<file path="config.mk">
export PLATFORM = sky130hd
export DESIGN_NAME = pwm_mod_top
export DESIGN_NICKNAME = d
export VERILOG_FILES = /design/src/rtl/pwm_mod_pkg.sv /design/src/rtl/pwm_mod_regs.sv /design/src/rtl/pwm_mod_prescale.sv /design/src/rtl/pwm_mod_core.sv /design/src/rtl/pwm_mod_top.sv
export SDC_FILE = /design/constraint.sdc
export NUM_CORES = 1
export LEC_CHECK = 0
export BUFFER_PORTS_ARGS = -buffer_cell sky130_fd_sc_hd__buf_2
export CAP_MARGIN = 30
export CORE_MARGIN = 3
export CORE_UTILIZATION = 54
export DETAILED_ROUTE_END_ITERATION = 12
export PLACE_DENSITY = 0.77
export SYNTH_ARGS = -nofsm -noshare
export SYNTH_HDL_FRONTEND = slang
export SYNTH_HIERARCHICAL = 1
export SYNTH_SLANG_ARGS = --single-unit
</file>
<file path="constraint.sdc">
create_clock -name clk -period 3.08 [get_ports clk]
set_clock_uncertainty 0.1 [all_clocks]
set_input_delay 0.154 -clock clk [delete_from_list [all_inputs] [get_ports clk]]
set_output_delay 0.154 -clock clk [all_outputs]
set_load 0.01 [all_outputs]
</file>
<file path="src/rtl/pwm_mod_pkg.sv">
package pwm_mod_pkg;
   localparam int OFS_CTRL   = 'h00;
   localparam int OFS_SAMPLE = 'h0C;
   localparam int OFS_PERIOD = 'h10;

   localparam int EN_BIT   = 0;
   localparam int PRE_LSB  = 4;
   localparam int PRE_MAXW = 12;
   localparam int SRC_LSB  = 16;
   localparam int DBG_BIT  = 22;
   localparam int WAIT_BIT = 23;
   localparam int DOZE_BIT = 24;

   typedef enum logic [1:0] {
      SRC_OFF  = 2'd0,
      SRC_BUS  = 2'd1,
      SRC_FAST = 2'd2,
      SRC_RSV  = 2'd3
   } src_sel_e;
endpackage

</file>
<file path="src/rtl/pwm_mod_regs.sv">
module pwm_mod_regs
   import pwm_mod_pkg::*;
#(
   parameter int ADDR_W = 5,
   parameter int DATA_W = 32,
   parameter int CNT_W  = 16,
   parameter int PRE_W  = 12
) (
   input  logic              clk,
   input  logic              rst_n,
   input  logic [ADDR_W-1:0] addr,
   input  logic              we,
   input  logic [DATA_W-1:0] wdata,
   output logic [DATA_W-1:0] rdata,
   output logic [DATA_W-1:0] ctrl_o,
   output logic [CNT_W-1:0]  sample_o,
   output logic [CNT_W-1:0]  period_o
);
   localparam logic [DATA_W-1:0] PRE_MASK  = DATA_W'(((64'd1 << PRE_W) - 64'd1) << PRE_LSB);
   localparam logic [DATA_W-1:0] FLAG_MASK = DATA_W'((64'd1 << EN_BIT) | (64'd3 << SRC_LSB) |
                                                     (64'd1 << DBG_BIT) | (64'd1 << WAIT_BIT) |
                                                     (64'd1 << DOZE_BIT));
   localparam logic [DATA_W-1:0] CTRL_MASK = PRE_MASK | FLAG_MASK;

   logic sel_ctrl, sel_sample, sel_period;
   logic [DATA_W-1:0] ctrl_q;
   logic [CNT_W-1:0]  sample_q, period_q;

   assign sel_ctrl   = (addr == ADDR_W'(OFS_CTRL));
   assign sel_sample = (addr == ADDR_W'(OFS_SAMPLE));
   assign sel_period = (addr == ADDR_W'(OFS_PERIOD));

   always_ff @(posedge clk or negedge rst_n) begin
      if (!rst_n) begin
         ctrl_q   <= '0;
         sample_q <= '0;
         period_q <= '0;
      end else if (we) begin
         if (sel_ctrl)   ctrl_q   <= wdata & CTRL_MASK;
         if (sel_sample) sample_q <= wdata[CNT_W-1:0];
         if (sel_period) period_q <= wdata[CNT_W-1:0];
      end
   end

   always_comb begin
      rdata = '0;
      if (sel_ctrl)        rdata = ctrl_q;
      else if (sel_sample) rdata = DATA_W'(sample_q);
      else if (sel_period) rdata = DATA_W'(period_q);
   end

   assign ctrl_o   = ctrl_q;
   assign sample_o = sample_q;
   assign period_o = period_q;
endmodule

</file>
<file path="src/rtl/pwm_mod_prescale.sv">
module pwm_mod_prescale #(
   parameter int PRE_W = 12
) (
   input  logic             clk,
   input  logic             rst_n,
   input  logic             en,
   input  logic             frz,
   input  logic             src_ce,
   input  logic [PRE_W-1:0] div_m1,
   output logic             tick,
   output logic [PRE_W-1:0] pcnt_q
);
   logic last;

   assign last = (pcnt_q >= div_m1);
   assign tick = en && !frz && src_ce && last;

   always_ff @(posedge clk or negedge rst_n) begin
      if (!rst_n)              pcnt_q <= '0;
      else if (!en)            pcnt_q <= '0;
      else if (!frz && src_ce) pcnt_q <= last ? '0 : pcnt_q + 1'b1;
   end
endmodule

</file>
<file path="src/rtl/pwm_mod_core.sv">
module pwm_mod_core #(
   parameter int CNT_W   = 16,
   parameter bit OUT_REG = 1'b0
) (
   input  logic             clk,
   input  logic             rst_n,
   input  logic             en,
   input  logic             tick,
   input  logic [CNT_W-1:0] sample_in,
   input  logic [CNT_W-1:0] period_in,
   output logic             running,
   output logic [CNT_W:0]   cnt_q,
   output logic [CNT_W-1:0] act_s,
   output logic [CNT_W-1:0] act_p,
   output logic             level,
   output logic             pwm_out
);
   localparam int CW = CNT_W + 1;

   logic [CW-1:0] last_cnt;
   logic          at_end;

   assign last_cnt = CW'(act_p) + CW'(1);
   assign at_end   = (cnt_q >= last_cnt);

   always_ff @(posedge clk or negedge rst_n) begin
      if (!rst_n) begin
         running <= 1'b0;
         cnt_q   <= '0;
         act_s   <= '0;
         act_p   <= '0;
      end else if (!en) begin
         running <= 1'b0;
         cnt_q   <= '0;
      end else if (tick) begin
         if (!running || at_end) begin
            running <= 1'b1;
            cnt_q   <= '0;
            act_s   <= sample_in;
            act_p   <= period_in;
         end else begin
            cnt_q <= cnt_q + 1'b1;
         end
      end
   end

   assign level = running && (cnt_q < CW'(act_s));

   generate
      if (OUT_REG) begin : g_out_reg
         always_ff @(posedge clk or negedge rst_n) begin
            if (!rst_n) pwm_out <= 1'b0;
            else        pwm_out <= level;
         end
      end else begin : g_out_comb
         assign pwm_out = level;
      end
   endgenerate
endmodule

</file>
<file path="src/rtl/pwm_mod_top.sv">
module pwm_mod_top
   import pwm_mod_pkg::*;
#(
   parameter int ADDR_W  = 5,
   parameter int DATA_W  = 32,
   parameter int CNT_W   = 16,
   parameter int PRE_W   = 12,
   parameter bit OUT_REG = 1'b0
) (
   input  logic              clk,
   input  logic              rst_n,
   input  logic [ADDR_W-1:0] reg_addr,
   input  logic              reg_we,
   input  logic [DATA_W-1:0] reg_wdata,
   output logic [DATA_W-1:0] reg_rdata,
   input  logic              ce_bus,
   input  logic              ce_fast,
   input  logic              doze_in,
   input  logic              wait_in,
   input  logic              debug_in,
   output logic              pwm_out
);
   generate
      if (DATA_W != 32) begin : g_bad_data
         $error("pwm_mod_top: DATA_W must be 32");
      end
      if (PRE_W < 1 || PRE_W > PRE_MAXW) begin : g_bad_pre
         $error("pwm_mod_top: PRE_W out of range");
      end
      if (CNT_W < 2 || CNT_W > 16) begin : g_bad_cnt
         $error("pwm_mod_top: CNT_W out of range");
      end
      if (ADDR_W < 5) begin : g_bad_addr
         $error("pwm_mod_top: ADDR_W too small for the map");
      end
   endgenerate

   logic [DATA_W-1:0] ctrl_q;
   logic [CNT_W-1:0]  sample_q, period_q;
   logic              ctrl_en, frz, src_ce, tick, running, pwm_level;
   logic [PRE_W-1:0]  pcnt_q;
   logic [CNT_W:0]    cnt_q;
   logic [CNT_W-1:0]  act_s, act_p;
   src_sel_e          src_sel;

   pwm_mod_regs #(
      .ADDR_W(ADDR_W), .DATA_W(DATA_W), .CNT_W(CNT_W), .PRE_W(PRE_W)
   ) u_regs (
      .clk(clk), .rst_n(rst_n), .addr(reg_addr), .we(reg_we), .wdata(reg_wdata),
      .rdata(reg_rdata), .ctrl_o(ctrl_q), .sample_o(sample_q), .period_o(period_q)
   );

   assign ctrl_en = ctrl_q[EN_BIT];
   assign src_sel = src_sel_e'(ctrl_q[SRC_LSB +: 2]);
   assign frz     = (doze_in  && !ctrl_q[DOZE_BIT]) ||
                    (wait_in  && !ctrl_q[WAIT_BIT]) ||
                    (debug_in && !ctrl_q[DBG_BIT]);

   always_comb begin
      unique case (src_sel)
         SRC_BUS:  src_ce = ce_bus;
         SRC_FAST: src_ce = ce_fast;
         default:  src_ce = 1'b0;
      endcase
   end

   pwm_mod_prescale #(.PRE_W(PRE_W)) u_pre (
      .clk(clk), .rst_n(rst_n), .en(ctrl_en), .frz(frz), .src_ce(src_ce),
      .div_m1(ctrl_q[PRE_LSB +: PRE_W]), .tick(tick), .pcnt_q(pcnt_q)
   );

   pwm_mod_core #(.CNT_W(CNT_W), .OUT_REG(OUT_REG)) u_core (
      .clk(clk), .rst_n(rst_n), .en(ctrl_en), .tick(tick),
      .sample_in(sample_q), .period_in(period_q), .running(running),
      .cnt_q(cnt_q), .act_s(act_s), .act_p(act_p), .level(pwm_level),
      .pwm_out(pwm_out)
   );
endmodule

</file>
==> results.py, run 1 <==
metrics = {
    "outcome": {
        "outcome": "finished, final reports clean",
    },
    "power": {
        "clkPwrFrac_pct": 34.6,
        "switching_share_pct": 28.35,
        "pwr-share-comb_pct": 14.0,
        "power_mw": 3.356,
        "leakagePower_nw": 4.108,
        "p_int_mw": 2.405,
        "seqPwrFrac_pct": 51.3,
        "power_density_mw_per_mm2": 404.3,
        "ir_worst_vdd_v": 0.0004037,
        "netSwitchingPower_uw": 951.4,
    },
    "sta": {
        "finalSetupViolCount": 0,
        "rsz0062_at_grt": "true",
        "min_period_over_period_pct": 98.37,
        "hold_violations": 0,
        "tns_ns": 0,
        "slew_viol_final": 0,
        "max_slew.worst_pin.slew_ns": 0.8079,
        "slew_headroom_pct": 46.14,
        "max_freq_mhz": 330.0,
        "period_minus_slack_ns": 3.030,
    },
    "layout": {
        "area_growth_pct": 18.31,
        "final_util_pct": 65.52,
        "nNetsFinal": 857,
        "diodes": 0,
        "layout-drive-gt1-share_pct": 25.78,
    },
    "critical_path": {
        "worstSetupPathType": "reg2reg",
        "endpoint_kind": "register",
        "cp_slowest_cell": "dfrtp_1",
        "path_max_fanout": 32,
        "critical_path.top_delay_family": "simple AND/OR/NAND/NOR gates",
        "crit_path_frequent_cell": "nand3_1",
        "crit_path_start_kind": "register",
        "slowest_delay_ns": 0.35,
        "crit_path_cell_trace": "and2_4 -> and4_4 -> and3_4 -> buf_4 -> nand3_1 -> xor2_1 -> ha_1 -> nand4_1 -> nor2_1 -> nand3_1 -> buf_12 -> o211a_1 -> a31o_2",
        "path_buf_inv": 2,
        "crit_required_ns": 3.23,
        "cp_data_arrival_time_ns": 3.18,
    },
    "drt": {
        "wl_um": 17570,
        "drt_iter0_drc": 349,
        "avgViaCountPerCell": 5.987,
        "dr_total_vias": 5628,
        "drc": 0,
        "ant_nets": 0,
        "post_drt_wl_per_cell_um": 18.70,
        "drt_pass1_iterations": 5,
    },
    "hold_path": {
        "hold_path_class": "in2reg",
    },
    "cts": {
        "clk_path_buf_depth": 2,
        "clk_pin_slew_ns": 0.08,
        "cts_buffers": 9,
        "cts_max_level": 3,
        "clkSinkCount": 112,
        "cts-root-buf": "clkbuf_16",
        "cts_tree": "done",
        "clk_latency_ns": 0.36,
    },
    "global_routing": {
        "grt_pass1_vias": 5763,
        "grt_pass1_wl_um": 28280,
        "use_met1_pct": 30.74,
        "globalRouteOverflowTotal": 0,
        "grt_max_degree": 63,
        "grt_antenna_before_repair": 0,
        "grt_usage_pct": 24.68,
        "grt.busiest_layer": "met2",
        "met2_usage_pct": 41.17,
        "use_met3_pct": 5.467,
    },
    "die": {
        "io_pins": 78,
        "core_area_mm2": 0.01267,
        "die_height_um": 120.0,
        "die_area_mm2": 0.01440,
        "die_width_um": 120.0,
        "rows": 41,
        "initial_core_util_pct": 55.38,
    },
    "synth": {
        "syn_area_mm2": 0.007017,
        "synth_cells": 666,
        "syn_area_per_cell_um2": 10.54,
        "synth_warnings": 6,
    },
    "placed_design": {
        "dp_hpwl_um": 12100,
        "io_buffers": 55,
        "place_congestion": 0.9081,
    },
    "run": {
        "cap_violations": 0,
    },
}
-- state kept, by name, indices dropped and copies added (netlist names) --
| name | flops |
|---|---|
| u_regs/sample_o | 16 |
| u_pre/pcnt_q | 12 |
| u_core/act_p | 16 |
| u_core/running | 1 |
| u_core/cnt_q | 17 |
| u_regs/period_o | 16 |
| u_regs/ctrl_o | 18 |
| u_core/act_s | 16 |
-- placed cells by master, fill, tap and decap left out, types with 7 or more instances in the layout --
cell and count:
dfrtp_1 112, a21oi_1 10, a2bb2oi_1 13, mux2_4 10, mux2_2 39, and3_1 11
xnor2_1 17, nor3_1 9, o211a_1 32, buf_4 36, nand3_1 37, xor2_1 12
nand2_1 26, nand4_1 12, buf_2 54, nor2_1 35, a31o_1 30, o21ai_0 24
conb_1 11, inv_1 48, clkbuf_16 9, ha_1 49, dlygate4sd3_1 22, a31oi_1 7
-- worst min-delay path: stages --
cell and delay, ns:
buf_2 0.12, nand3_4 0.21, mux2_1 0.18
-- repair_timing --
item | in CTS | in global routing
endpoints found under the setup margin | 49 | 49
cloned | 2 | 0
hold buffers | 22 | 0
hold endpoints to repair | 111 | 0
pin swaps | 5 | 19
resized for setup | 11 | 6
setup buffers | 5 | 8
-- layer usage --
layer  up-vias  wire [um]
li1       2609          -
met1      2750       7298
met3        48        978
met2       221       8589
met5         -          0
met4         0        708
-- power by group through the flow --
stage	registers, mW	clock network (mW)	logic, mW
floorplan	1.70	0	0.312
global placement	1.74	0	0.420
detailed placement	1.75	0	0.444
CTS	1.72	1.19	0.470
global route	1.74	1.25	0.517
finish	1.72	1.16	0.471
-- worst paths after layout --
check,startpoint,to,slack [ns],cells after the start
worst min-delay path,reg_we,u_regs/sample_o[3],0.24,3
worst max register to register,u_core/act_p[2],u_core/act_s[15],0.05,13
worst max-delay path,u_core/act_p[2],u_core/act_s[15],0.05,13
max in group asynchronous,rst_n,u_core/act_p[4],1.80,3
min in group asynchronous,rst_n,u_core/cnt_q[15],0.34,2
worst min register to register,u_regs/sample_o[12],u_core/act_s[12],0.43,1
-- through the flow --
| stage | setup slack, ns | hold slack (ns) | std cells | instance area [um^2] |
|---|---|---|---|---|
| 3_5_place_dp | -0.4427 | 0.2014 | 889 | 7552 |
| 4_1_cts | 0.01651 | 0.2235 | 934 | 8223 |
| 2_1_floorplan | 0.05210 | -0.2416 | 676 | 7054 |
| 6_report | 0.05008 | 0.2351 | 940 | 8302 |
| 5_1_grt | -0.1222 | 0.2271 | 940 | 8302 |
| 3_3_place_gp | -0.3813 | 0.1967 | 888 | 7537 |
-- cell type report --
type                            instances  area, um^2
Clock inverter                          7       75.07
Inverter                               48       180.2
Sequential cell                       112        2803
Multi-Input combinational cell        471        3860
Timing Repair Buffer                  121       943.4
Fill cell                             937        4369
Tap cell                              172       215.2
Clock buffer                            9       225.2
Power figures use the tool's default switching activity.
==> run 2: changes to the inputs <==
Settings changed: CORE_UTILIZATION 54 to 60, PLACE_DENSITY 0.77 to 0.81, SLEW_MARGIN set to 20.
Clock period 3.08 ns to 3.15 ns, I/O delays scaled along.
==> results.py, run 2 (synthesized netlist as in run 1, its figures left out) <==
metrics = {
    "outcome": {
        "outcome": "finished, final reports clean",
    },
    "critical_path": {
        "slowest_delay_ns": 0.35,
        "crit_cells": 12,
        "cp_data_arrival_time_ns": 3.21,
        "rrSetupSlack_ns": 0.09,
        "path_max_fanout": 32,
        "crit_required_ns": 3.29,
        "cp_slowest_cell": "dfrtp_1",
        "r2r_cells": 12,
        "endpoint_kind": "register",
        "crit_path_cell_trace": "and2_4 -> and4_1 -> and3_4 -> nand3_1 -> xor2_1 -> ha_1 -> a211oi_2 -> o21ai_1 -> a211oi_4 -> o31ai_4 -> buf_12 -> a31o_2",
        "crit_path_start_kind": "register",
        "rr_endpoint": "u_core/act_p[15]",
        "critical_path.top_delay_family": "compound AO/OA/AOI/OAI gates",
        "worstSetupPathType": "reg2reg",
        "rr_startpoint": "u_core/act_p[2]",
        "path_buf_inv": 1,
    },
    "die": {
        "rows": 38,
        "initial_core_util_pct": 63.07,
        "io_pins": 78,
        "die_area_mm2": 0.01303,
        "die_width_um": 114.1,
        "core_area_mm2": 0.01113,
        "die_height_um": 114.1,
    },
    "layout": {
        "final_common_cell": "dfrtp_1",
        "largest_reg_flops": 18,
        "area_growth_pct": 13.94,
        "mostFrequentLayoutCells": "dfrtp_1, buf_2, ha_1",
        "nNetsFinal": 837,
        "final_util_pct": 71.86,
        "diodes": 0,
        "fillerInstances": 777,
        "layout-drive-gt1-share_pct": 22.99,
        "layout.cells.non_filler": 888,
    },
    "sta": {
        "rsz0062_at_grt": "true",
        "hold_violations": 0,
        "period_minus_slack_ns": 3.062,
        "slew_headroom_pct": 42.25,
        "max_slew.worst_pin.slew_ns": 0.8663,
        "finalSetupViolCount": 0,
        "tns_ns": 0,
        "slew_viol_final": 0,
        "whs_ns": 0.2650,
        "max_freq_mhz": 326.6,
        "min_period_over_period_pct": 97.21,
        "worst_slack_ns": 0.08782,
    },
    "drt": {
        "post_drt_wl_per_cell_um": 19.00,
        "wl_um": 16870,
        "wl_met1_um": 7060,
        "drc": 0,
        "drt_iter0_drc": 572,
        "avgViaCountPerCell": 6.298,
        "drt_pass1_iterations": 5,
        "ant_nets": 0,
        "dr_total_vias": 5593,
        "dr_wl_met2_um": 8627,
        "route.top_layer_used": "met4",
        "route.met3.wl_um": 839,
    },
    "placed_design": {
        "dp_hpwl_um": 11830,
        "dp_slack_ns": -0.02214,
        "place_congestion": 0.9168,
        "dpl.cell_count": 850,
        "io_buffers": 55,
    },
    "cts": {
        "clk_latency_ns": 0.36,
        "cts_buffers": 9,
        "clk_path_buf_depth": 2,
        "cts_max_level": 3,
        "clk_pin_slew_ns": 0.08,
        "cts_tree": "done",
        "cts-root-buf": "clkbuf_16",
        "clkSinkCount": 112,
    },
    "power": {
        "power_density_mw_per_mm2": 405.8,
        "leakagePower_nw": 3.956,
        "switching_share_pct": 27.72,
        "p_int_mw": 2.345,
        "clkPwrFrac_pct": 33.9,
        "netSwitchingPower_uw": 899.2,
        "pwr-share-comb_pct": 14.3,
        "ir_worst_vdd_v": 0.0005973,
        "seqPwrFrac_pct": 51.8,
    },
    "global_routing": {
        "grt_pass1_vias": 5629,
        "grt_pass1_wl_um": 27920,
        "grt_max_degree": 67,
        "grt_antenna_before_repair": 0,
        "globalRouteOverflowTotal": 0,
        "grt_usage_pct": 26.72,
    },
    "hold_path": {
        "hold_path_depth": 3,
        "min_to": "u_regs/sample_o[0]",
        "min_from": "reg_we",
        "hold_path_class": "in2reg",
    },
    "run": {
        "cap_violations": 0,
    },
}
run 2: changes by cell type in the layout (fill, tap and decap cells not counted), sizes merged:
cell    change
buf        -19
clkinv      -2
bufbuf      -1
clkbuf      +1
inv         +1
run 2: what timing repair did:
| action | 4_1_cts | 5_1_grt |
|---|---|---|
| pin swaps | 0 | 2 |
| cloned | 0 | 0 |
| gates resized for setup | 1 | 6 |
| hold buffers | 22 | 0 |
| buffers inserted | 0 | 0 |
| setup endpoints to repair | 15 | 49 |
| endpoints found under the hold margin | 115 | 0 |
run 2: worst max path at each step:
stage	start	to	slack, ns
global placement	u_core/act_p[3]	u_core/cnt_q[3]	0.09
detailed placement	u_core/act_p[2]	u_core/cnt_q[4]	-0.02
floorplan	u_core/act_p[2]	u_core/act_p[0]	0.12
finish	u_core/act_p[2]	u_core/act_p[15]	0.09
global route	u_core/act_p[2]	u_core/cnt_q[0]	-0.02
CTS	u_core/act_p[2]	u_core/act_s[10]	0.002
run 2: power groups by stage:
stage | logic, mW | registers (mW) | clock network [mW]
6_report | 0.463 | 1.68 | 1.10
5_1_grt | 0.503 | 1.70 | 1.18
4_1_cts | 0.457 | 1.68 | 1.11
3_5_place_dp | 0.431 | 1.71 | 0
3_3_place_gp | 0.405 | 1.70 | 0
2_1_floorplan | 0.305 | 1.66 | 0
run 2: worst reg2reg max path: stages (launching register included):
cell	delay, ns
dfrtp_1	0.35
and2_4	0.16
and4_1	0.24
and3_4	0.24
nand3_1	0.10
xor2_1	0.16
ha_1	0.32
a211oi_2	0.24
o21ai_1	0.13
a211oi_4	0.34
o31ai_4	0.13
buf_12	0.18
a31o_2	0.27
run 2: layout make-up:
type,count,area (um^2),share of cell area [%]
clock inverter,6,52.55,0.6573
sequential,112,2803,35.05
multi-input combinational,471,3836,47.98
inverter,48,180.2,2.254
clock buffer,10,229.0,2.864
tap,140,175.2,2.191
timing repair buffer,101,719.4,8.998
run 2: routing by layer:
layer  global-route usage, %  vias up
li1                        -     2580
met1                   33.62     2793
met2                   46.33      188
met3                   5.761       32
met4                   7.918        0
met5                       0        -
run 2: per-stage QoR:
stage | area (um^2) | power (mW)
after global routing | 7995 | 3.379
after global placement | 7465 | 2.101
after floorplan | 7054 | 1.968
final | 7995 | 3.244
after CTS | 7975 | 3.249
after detailed placement | 7465 | 2.137
